### src/rtl/dacfe_pkg.sv
package dacfe_pkg;

    localparam int CODE_W  = 12;
    localparam int PROG_W  = 4;
    localparam int WORD_W  = CODE_W + PROG_W;
    localparam int CNT_W   = $clog2(WORD_W + 1);

    // Program bit positions within the program nibble (behaviour depends on them)
    localparam int P_TARGET_A = 3;   // word bit 15
    localparam int P_SPEED    = 2;   // word bit 14
    localparam int P_PDOWN    = 1;   // word bit 13
    localparam int P_STAGE_ONLY = 0; // word bit 12

    typedef logic [CODE_W-1:0] code_t;

    typedef struct packed {
        logic [PROG_W-1:0] prog;
        code_t             code;
    } cmd_word_t;

    typedef struct packed {
        logic load_a;
        logic load_b_from_stage;
        logic load_b_from_code;
        logic load_stage;
        logic fast;
        logic pdown;
    } cmd_ctrl_t;

    function automatic cmd_ctrl_t decode_prog(input logic [PROG_W-1:0] p);
        cmd_ctrl_t c;
        c.load_a            = p[P_TARGET_A];
        c.load_b_from_stage = p[P_TARGET_A];
        c.load_b_from_code  = !p[P_TARGET_A] && !p[P_STAGE_ONLY];
        c.load_stage        = !p[P_TARGET_A];
        c.fast              = p[P_SPEED];
        c.pdown             = p[P_PDOWN];
        return c;
    endfunction

endpackage

### src/rtl/dacfe_sync.sv
module dacfe_sync #(
    parameter int WIDTH  = 3,
    parameter int STAGES = 2,
    parameter logic [WIDTH-1:0] RST_VAL = '0
) (
    input  logic             clk,
    input  logic             rst,
    input  logic [WIDTH-1:0] d,
    output logic [WIDTH-1:0] q
);
    logic [WIDTH-1:0] chain [STAGES];

    genvar g;
    generate
        for (g = 0; g < STAGES; g++) begin : g_stage
            always_ff @(posedge clk) begin
                if (rst) chain[g] <= RST_VAL;
                else if (g == 0) chain[g] <= d;
                else chain[g] <= chain[(g == 0) ? 0 : g-1];
            end
        end
    endgenerate

    assign q = chain[STAGES-1];
endmodule

### src/rtl/dacfe_rx.sv
module dacfe_rx
    import dacfe_pkg::*;
#(
    parameter bit AUTO_END = 1'b0
) (
    input  logic              clk,
    input  logic              rst,
    input  logic              cs_n_s,
    input  logic              sclk_s,
    input  logic              sdin_s,
    output logic              frame_done,
    output logic [WORD_W-1:0] frame_word
);
    logic              cs_prev, sclk_prev;
    logic              cs_fall, cs_rise, sclk_fall;
    logic              active;
    logic [CNT_W-1:0]  bit_cnt;
    logic [WORD_W-1:0] shreg, shreg_nxt;

    always_ff @(posedge clk) begin
        if (rst) begin
            cs_prev   <= 1'b1;
            sclk_prev <= 1'b1;
        end else begin
            cs_prev   <= cs_n_s;
            sclk_prev <= sclk_s;
        end
    end

    assign cs_fall   = cs_prev && !cs_n_s;
    assign cs_rise   = !cs_prev && cs_n_s;
    assign sclk_fall = sclk_prev && !sclk_s;
    assign shreg_nxt = {shreg[WORD_W-2:0], sdin_s};

    always_ff @(posedge clk) begin
        if (rst) begin
            active     <= 1'b0;
            bit_cnt    <= '0;
            shreg      <= '0;
            frame_done <= 1'b0;
            frame_word <= '0;
        end else begin
            frame_done <= 1'b0;
            if (cs_fall) begin
                active  <= 1'b1;
                bit_cnt <= '0;
                shreg   <= '0;
            end else if (active) begin
                if (cs_rise) begin
                    frame_done <= 1'b1;
                    frame_word <= shreg;
                    active     <= 1'b0;
                end else if (sclk_fall && !cs_n_s) begin
                    shreg <= shreg_nxt;
                    if (bit_cnt != CNT_W'(WORD_W)) bit_cnt <= bit_cnt + 1'b1;
                    if (AUTO_END && bit_cnt == CNT_W'(WORD_W - 1)) begin
                        frame_done <= 1'b1;
                        frame_word <= shreg_nxt;
                        active     <= 1'b0;
                    end
                end
            end
        end
    end

    // counter never passes the word length
    always_comb begin
        a_r10_count_bound: assert (rst || bit_cnt <= CNT_W'(WORD_W));
    end

    // outside a frame the shift register holds
    a_r3_idle_hold: assert property (@(posedge clk) disable iff (rst)
        (!active && !cs_fall) |=> $stable(shreg));

    // a frame end closes the frame, so no back-to-back ends
    a_r10_single_end: assert property (@(posedge clk) disable iff (rst)
        frame_done |=> !frame_done);

    a_r10_closed_after_end: assert property (@(posedge clk) disable iff (rst)
        frame_done |-> !active);
endmodule

### src/rtl/dacfe_regs.sv
module dacfe_regs
    import dacfe_pkg::*;
(
    input  logic              clk,
    input  logic              rst,
    input  logic              frame_done,
    input  logic [WORD_W-1:0] frame_word,
    output code_t             reg_a,
    output code_t             reg_b,
    output logic              fast_mode,
    output logic              power_down
);
    cmd_word_t w;
    cmd_ctrl_t ctl;
    code_t     stage;

    assign w   = cmd_word_t'(frame_word);
    assign ctl = decode_prog(w.prog);

    always_ff @(posedge clk) begin
        if (rst) begin
            reg_a      <= '0;
            reg_b      <= '0;
            stage      <= '0;
            fast_mode  <= 1'b0;
            power_down <= 1'b0;
        end else if (frame_done) begin
            if (ctl.load_a)            reg_a <= w.code;
            if (ctl.load_b_from_stage) reg_b <= stage;
            else if (ctl.load_b_from_code) reg_b <= w.code;
            if (ctl.load_stage)        stage <= w.code;
            fast_mode  <= ctl.fast;
            power_down <= ctl.pdown;
        end
    end

    a_r4_load_a: assert property (@(posedge clk) disable iff (rst)
        (frame_done && frame_word[15]) |=> (reg_a == $past(frame_word[CODE_W-1:0])));

    a_r4_stage_keep: assert property (@(posedge clk) disable iff (rst)
        (frame_done && frame_word[15]) |=> ($stable(stage) && reg_b == $past(stage)));

    a_r5_load_b: assert property (@(posedge clk) disable iff (rst)
        (frame_done && !frame_word[15] && !frame_word[12])
        |=> (reg_b == $past(frame_word[CODE_W-1:0]) && $stable(reg_a)));

    a_r6_stage_only: assert property (@(posedge clk) disable iff (rst)
        (frame_done && !frame_word[15] && frame_word[12])
        |=> ($stable(reg_a) && $stable(reg_b)));

    a_r8_hold: assert property (@(posedge clk) disable iff (rst)
        !frame_done |=> ($stable(reg_a) && $stable(reg_b) && $stable(stage)
                         && $stable(fast_mode) && $stable(power_down)));
endmodule

### src/rtl/dual_dac_frontend.sv
module dual_dac_frontend
    import dacfe_pkg::*;
#(
    parameter bit AUTO_END    = 1'b0,
    parameter int SYNC_STAGES = 2
) (
    input  logic              clk,
    input  logic              rst,
    input  logic              cs_n,
    input  logic              sclk,
    input  logic              sdin,
    output logic [CODE_W-1:0] code_a,
    output logic [CODE_W-1:0] code_b,
    output logic              fast_mode,
    output logic              power_down
);
    logic [2:0]        pins_s;
    logic              done;
    logic [WORD_W-1:0] word;

    dacfe_sync #(
        .WIDTH  (3),
        .STAGES (SYNC_STAGES),
        .RST_VAL(3'b110)
    ) u_sync (
        .clk (clk),
        .rst (rst),
        .d   ({cs_n, sclk, sdin}),
        .q   (pins_s)
    );

    dacfe_rx #(
        .AUTO_END(AUTO_END)
    ) u_rx (
        .clk        (clk),
        .rst        (rst),
        .cs_n_s     (pins_s[2]),
        .sclk_s     (pins_s[1]),
        .sdin_s     (pins_s[0]),
        .frame_done (done),
        .frame_word (word)
    );

    dacfe_regs u_regs (
        .clk        (clk),
        .rst        (rst),
        .frame_done (done),
        .frame_word (word),
        .reg_a      (code_a),
        .reg_b      (code_b),
        .fast_mode  (fast_mode),
        .power_down (power_down)
    );
endmodule

### config.mk
export PLATFORM = sky130hd
export DESIGN_NAME = dual_dac_frontend
export DESIGN_NICKNAME = d
export VERILOG_FILES = /design/src/rtl/dacfe_pkg.sv /design/src/rtl/dacfe_sync.sv /design/src/rtl/dacfe_rx.sv /design/src/rtl/dacfe_regs.sv /design/src/rtl/dual_dac_frontend.sv
export SDC_FILE = /design/constraint.sdc
export NUM_CORES = 1
export LEC_CHECK = 0
export BUFFER_PORTS_ARGS = -buffer_cell sky130_fd_sc_hd__buf_4
export CAP_MARGIN = 20
export CORE_MARGIN = 5
export CORE_UTILIZATION = 35
export DETAILED_ROUTE_END_ITERATION = 8
export PLACE_DENSITY = 0.54
export SLEW_MARGIN = 20
export SYNTH_ARGS = -nofsm -noshare
export SYNTH_HDL_FRONTEND = slang
export SYNTH_SLANG_ARGS = --single-unit
### constraint.sdc
create_clock -name clk -period 1.25 [get_ports clk]
set_clock_uncertainty 0.05 [all_clocks]
set_input_delay 0.125 -clock clk [delete_from_list [all_inputs] [get_ports clk]]
set_output_delay 0.125 -clock clk [all_outputs]
set_load 0.05 [all_outputs]
Yosys cells after proc, flatten, opt, wreduce, memory -nomap -nowiden
Memories as Yosys holds them, arrays and structs flattened.
Index checks and enable logic that the tools add are counted.
{ "totals": {"out_inout_bits": 26, "latch_bits": 0, "romBits": 0, "ff_bits": 74, "input_bits": 5, "mem_bits_rw": 6, "mem_count": 1} }
{ "mem_list": {"columns": ["memory", "words", "width", "read_ports", "rd_clocked_by_memory_dff", "wr", "line", "rtl"], "rows": [
  ["u_sync.chain", 2, 3, 2, 0, 2, "dacfe_sync.sv:11", "logic [WIDTH-1:0] chain [STAGES];"]
]} }
{ "op_classes": {"bitwise": 6, "n_lt_le_gt_ge": 0, "shift": 0, "addsub": 0, "div_mod_pow": 0, "mux": 11, "eq_ne": 0, "n_reduce_logical": 18, "n_mul": 0} }
{ "op_table": {"columns": ["operator", "count"], "rows": [
  ["12-bit two-way mux", 2],
  ["1-bit two-way mux", 7],
  ["3-bit two-way mux", 2],
  ["2-bit AND reduction", 3],
  ["3-bit AND reduction", 2],
  ["1-bit logical AND", 5],
  ["1-bit logical NOT", 5],
  ["1-bit NOT", 4],
  ["3-bit OR reduction", 1],
  ["1-bit bitwise OR", 2],
  ["2-bit nonzero test", 1],
  ["2-bit OR reduction", 1]
]} }

Depth between registers and ports, before layout
{ "depth": {"depth_word": 5, "ltp_mapped": 5, "mapped_depth_nobuf": 3} }

Hierarchy
Synthesis repeated with hierarchy kept, for this count alone.
{ "hier_totals": {"cells_unflattened": 336, "hier_area_um2": 2991.6} }
{ "by_module_without_submodules": {"columns": ["mod", "seq_area_each_um2", "area_per_inst_um2", "cells_each", "n_inst"], "rows": [
  ["dacfe_regs", 760.7, 1540.2, 170, 1],
  ["dacfe_rx", 720.7, 1293.7, 154, 1],
  ["dacfe_sync", 120.1, 157.7, 12, 1]
]} }

Least setup slack after synthesis
Ideal clock, no wire load.
{ "synth_path": {"path_kind": "register -> register", "from": "mem u_sync.chain[1][2]", "to": "reg u_rx.shreg[10]", "arrival_ns": 1.026, "path_slack_ns": 0.107, "synth_period_minus_slack_ns": 1.143, "path_buffers": 2, "path_stages_with_launch": 6, "setup_ns": 0.066, "path_cell_list": "dfxtp_1 nor4bb_1 buf_2 buf_6 nand2_1 a21oi_2"} }
{ "synth_rtl": {"columns": ["item", "line", "rtl"], "rows": [
  ["start: declaration", "dacfe_sync.sv:11", null],
  ["end signal: assignment", "dacfe_rx.sv:54", "shreg <= shreg_nxt;"],
  ["end: declaration", "dacfe_rx.sv:18", "logic [WORD_W-1:0] shreg, shreg_nxt;"]
]} }

==> results by group <==
Outcome
  • Status: complete, no violations

STA
  • Final hold violation count: 0
  • Max frequency: 831 MHz
  • Final setup vio count: 0
  • Worst slew pin tran: 0.396 ns
  • Hold Slack: around 0.20 ns
  • Tcrit/Tclk final: 96.2%
  • Slew margin rel.: 73.6%
  • Slew Limit Fails: 0
  • RSZ-0062 raised after global routing: yes
  • Tmin final: about 1.2 ns
  • Setup WS post-layout: 0.0473 ns

Die
  • I/O pins: 31
  • Height of the die: 102 um
  • Die area: between 0.01 and 0.015 mm^2
  • Initial core utilization: 35.8%
  • Area of the core: 0.00822 mm^2
  • Rows: 33
  • Die Width: slightly above 100 um

Layout
  • Area Overhead vs Synth: 22.1%
  • Share of layout cells above drive strength 1: between 20% and 30%
  • Fill count: ~840
  • Core Util, Final: between 40 and 50%
  • Final std cells w/o fill: between 400 and 500
  • Layout Nets: about 380
  • # diodes: 0

Route
  • Remaining antenna violation count: 0
  • Drt drc: 0
  • Via count: ~2300
  • Final WL: 5840 um
  • Router iterations before antenna repair: 4
  • Avg WL per Cell: ~12 um
  • Initial DRC Count: 81
  • Via density: around 4.7

Synthesis
  • Count leader, synth: nand2_1
  • Post-synth top cells: 114 x nand2_1, 80 x dfxtp_1, 59 x a21oi_1
  • Synth top area share: 54.4%
  • Register bit count reported by yosys: 80
  • Top cells by area, synth: dfxtp_1 54%, nand2_1 15%, a21oi_1 10%
  • Largest area contributor in the netlist: dfxtp_1
  • Syn nets: approximately 340
  • Cell count after synthesis: 337
  • Post-synthesis sequential area ratio: 54.4%
  • Post-synth EDFFs: 0
  • Async SR Flop Fraction: 0%
  • Ys Warns: 0
  • Syn Std Cell Area: between 0.002 and 0.003 mm^2
  • Yosys cell types: 26
  • Post-synth top flop: dfxtp_1
  • Mean post-synth cell area: approximately 8.7 um^2

CTS
  • TritonCTS Buffers: 9
  • H-tree depth: 3
  • TritonCTS clock tree: done
  • CTS max path bufs: 2
  • Clock Sinks: 80
  • Clock Latency Late Sink: 0.34 ns
  • Post-CTS Setup Inserts: 0
  • Clk root buf: clkbuf_8
  • Worst-path clk slew: around 0.070 ns

Setup path
  • Crit. Startpoint: u_sync.chain[1][2]
  • R2R Path End: u_rx.shreg[9]
  • Worst R2R Setup Slack: 0.05 ns
  • Setup crit end kind: flip-flop
  • CP startpoint kind: flip-flop
  • Reg2reg start: u_sync.chain[1][2]
  • Slowest cell on the critical path: dfxtp_2
  • Worst EP arrival: 1.43 ns
  • Crit path capture: u_rx.shreg[9]
  • Critical path data required time: 1.47 ns
  • CP max FO: 8
  • Critical path class: reg -> reg
  • R2r worst-path depth: 4
  • Max incr delay on CP: 0.35 ns
  • Crit path cell chain: nor4bb_4 > buf_4 > nand2_1 > a21oi_2

Place
  • Placed Cells: 461
  • Hpwl dp: 3870 um
  • Placement Setup Slack: -0.0290 ns
  • RD Place Congestion: approximately 0.77
  • IO buf count: 30

Global route
  • Antenna violations before repair: 0
  • Largest net degree at the start of global routing: 65
  • Vias in the first global route: 2109
  • Gr usage total: between 10% and 20%
  • Gr ovfl total: 0
  • First-pass GRT wire length: 9950 um

Flow run
  • Max Cap Viol: 0

Min path
  • Worst Hold Class: in -> reg

Pwr
  • PwrDens: approximately 1300 mW/mm^2
  • Pwr Total: 4.64 mW
  • Peak supply drop: between 0.4 and 0.5 mV
  • LEAKAGE: between 1 and 1.5 nW
worst max-delay path, delay by kind of cell, from the launching register on:
family | cells | cell delay, ns
AO/OA/AOI/OAI | 1 | 0.11
buffers and inverters | 1 | 0.21
flip-flops | 1 | 0.35
AND/OR/NAND/NOR | 2 | 0.41
area by class of cell:
| type | count | area (um^2) | share of cell area, % |
|---|---|---|---|
| clock buffer | 11 | 131 | 3.65 |
| clock inverter | 4 | 70.1 | 1.95 |
| inverter | 1 | 3.75 | 0.104 |
| multi-input combinational | 231 | 1220 | 34.0 |
| sequential | 80 | 1610 | 44.7 |
| tap | 105 | 131 | 3.65 |
| timing repair buffer | 48 | 430 | 12.0 |
layer usage:
layer / share of wire (%) / GRT usage (%) / wire length [um] / vias to the layer above
met5: 0 / 0 / 0 / -
met4: 2.0 / 6.13 / 116 / 0
met3: 3.9 / 2.89 / 226 / 8
met2: 45 / 18.8 / 2630 / 32
met1: 49 / 15.8 / 2870 / 1034
li1: - / - / - / 1181
cells in the final DEF (no fill, tap or decap):
master / instances
a211oi_1: 10
a211oi_2: 2
a21o_2: 1
a21oi_1: 59
a21oi_2: 10
and2_1: 1
and2_4: 1
and3b_1: 1
buf_12: 5
buf_4: 40
bufinv_16: 2
clkbuf_1: 2
clkbuf_8: 9
clkinv_2: 2
dfxtp_1: 76
dfxtp_2: 4
dlygate4sd3_1: 3
inv_1: 1
mux2i_1: 14
nand2_1: 113
nand2_2: 1
nand2b_1: 1
nand2b_4: 1
nand3b_1: 1
nand4bb_1: 1
nor2_1: 3
nor2b_1: 3
nor4bb_4: 1
o21ai_0: 1
or2_2: 6
cell families (layout without fill, tap and decap cells):
kind of cell	after synthesis	count (layout)	share of synthesized area (%)
and+or+nand+nor	134	134	19.3
DFF	80	80	54.4
buffers and inverters	26	64	4.89
muxes	14	14	4.76
AOI/OAI and AO/OA	83	83	16.7
how the worst min path moves through the flow:
stage / end / start / slack (ns) / depth (start not counted)
floorplan: u_sync.chain[0][1] / sclk / 0.18 / 1
global placement: u_sync.chain[0][1] / sclk / 0.26 / 2
detailed placement: u_sync.chain[0][1] / sclk / 0.26 / 2
CTS: u_regs.reg_a[1] / rst / 0.20 / 3
global route: u_regs.reg_a[2] / rst / 0.22 / 3
finish: u_rx.active / rst / 0.20 / 3
registers in the layout, summed over array words and instances (netlist names), 6 cells and up:
name             cells
u_rx.frame_word     16
u_rx.shreg          16
u_regs.reg_a        12
u_regs.reg_b        12
u_regs.stage        12
u_sync.chain         6
power breakdown:
group          internal (mW)  total, mW  switching [mW]
clock                   1.11       1.97           0.860
combinational         0.0401      0.102          0.0614
sequential              2.56       2.57         0.00968
through the flow:
stage	cell area (um^2)	setup TNS, ns
4_1_cts	3570	0
3_5_place_dp	3330	-0.200
6_report	3600	0
3_3_place_gp	3330	0
2_1_floorplan	2940	0
5_1_grt	3600	-0.568
timing repair:
item                                   CTS  global route
hold buffers                             3             0
endpoints found under the hold margin    3             0
gates cloned                             0             1
gates resized for setup                  3             9
pin swaps                                0             0
setup endpoints to repair               12            30
(Power assumes the default switching activity.)
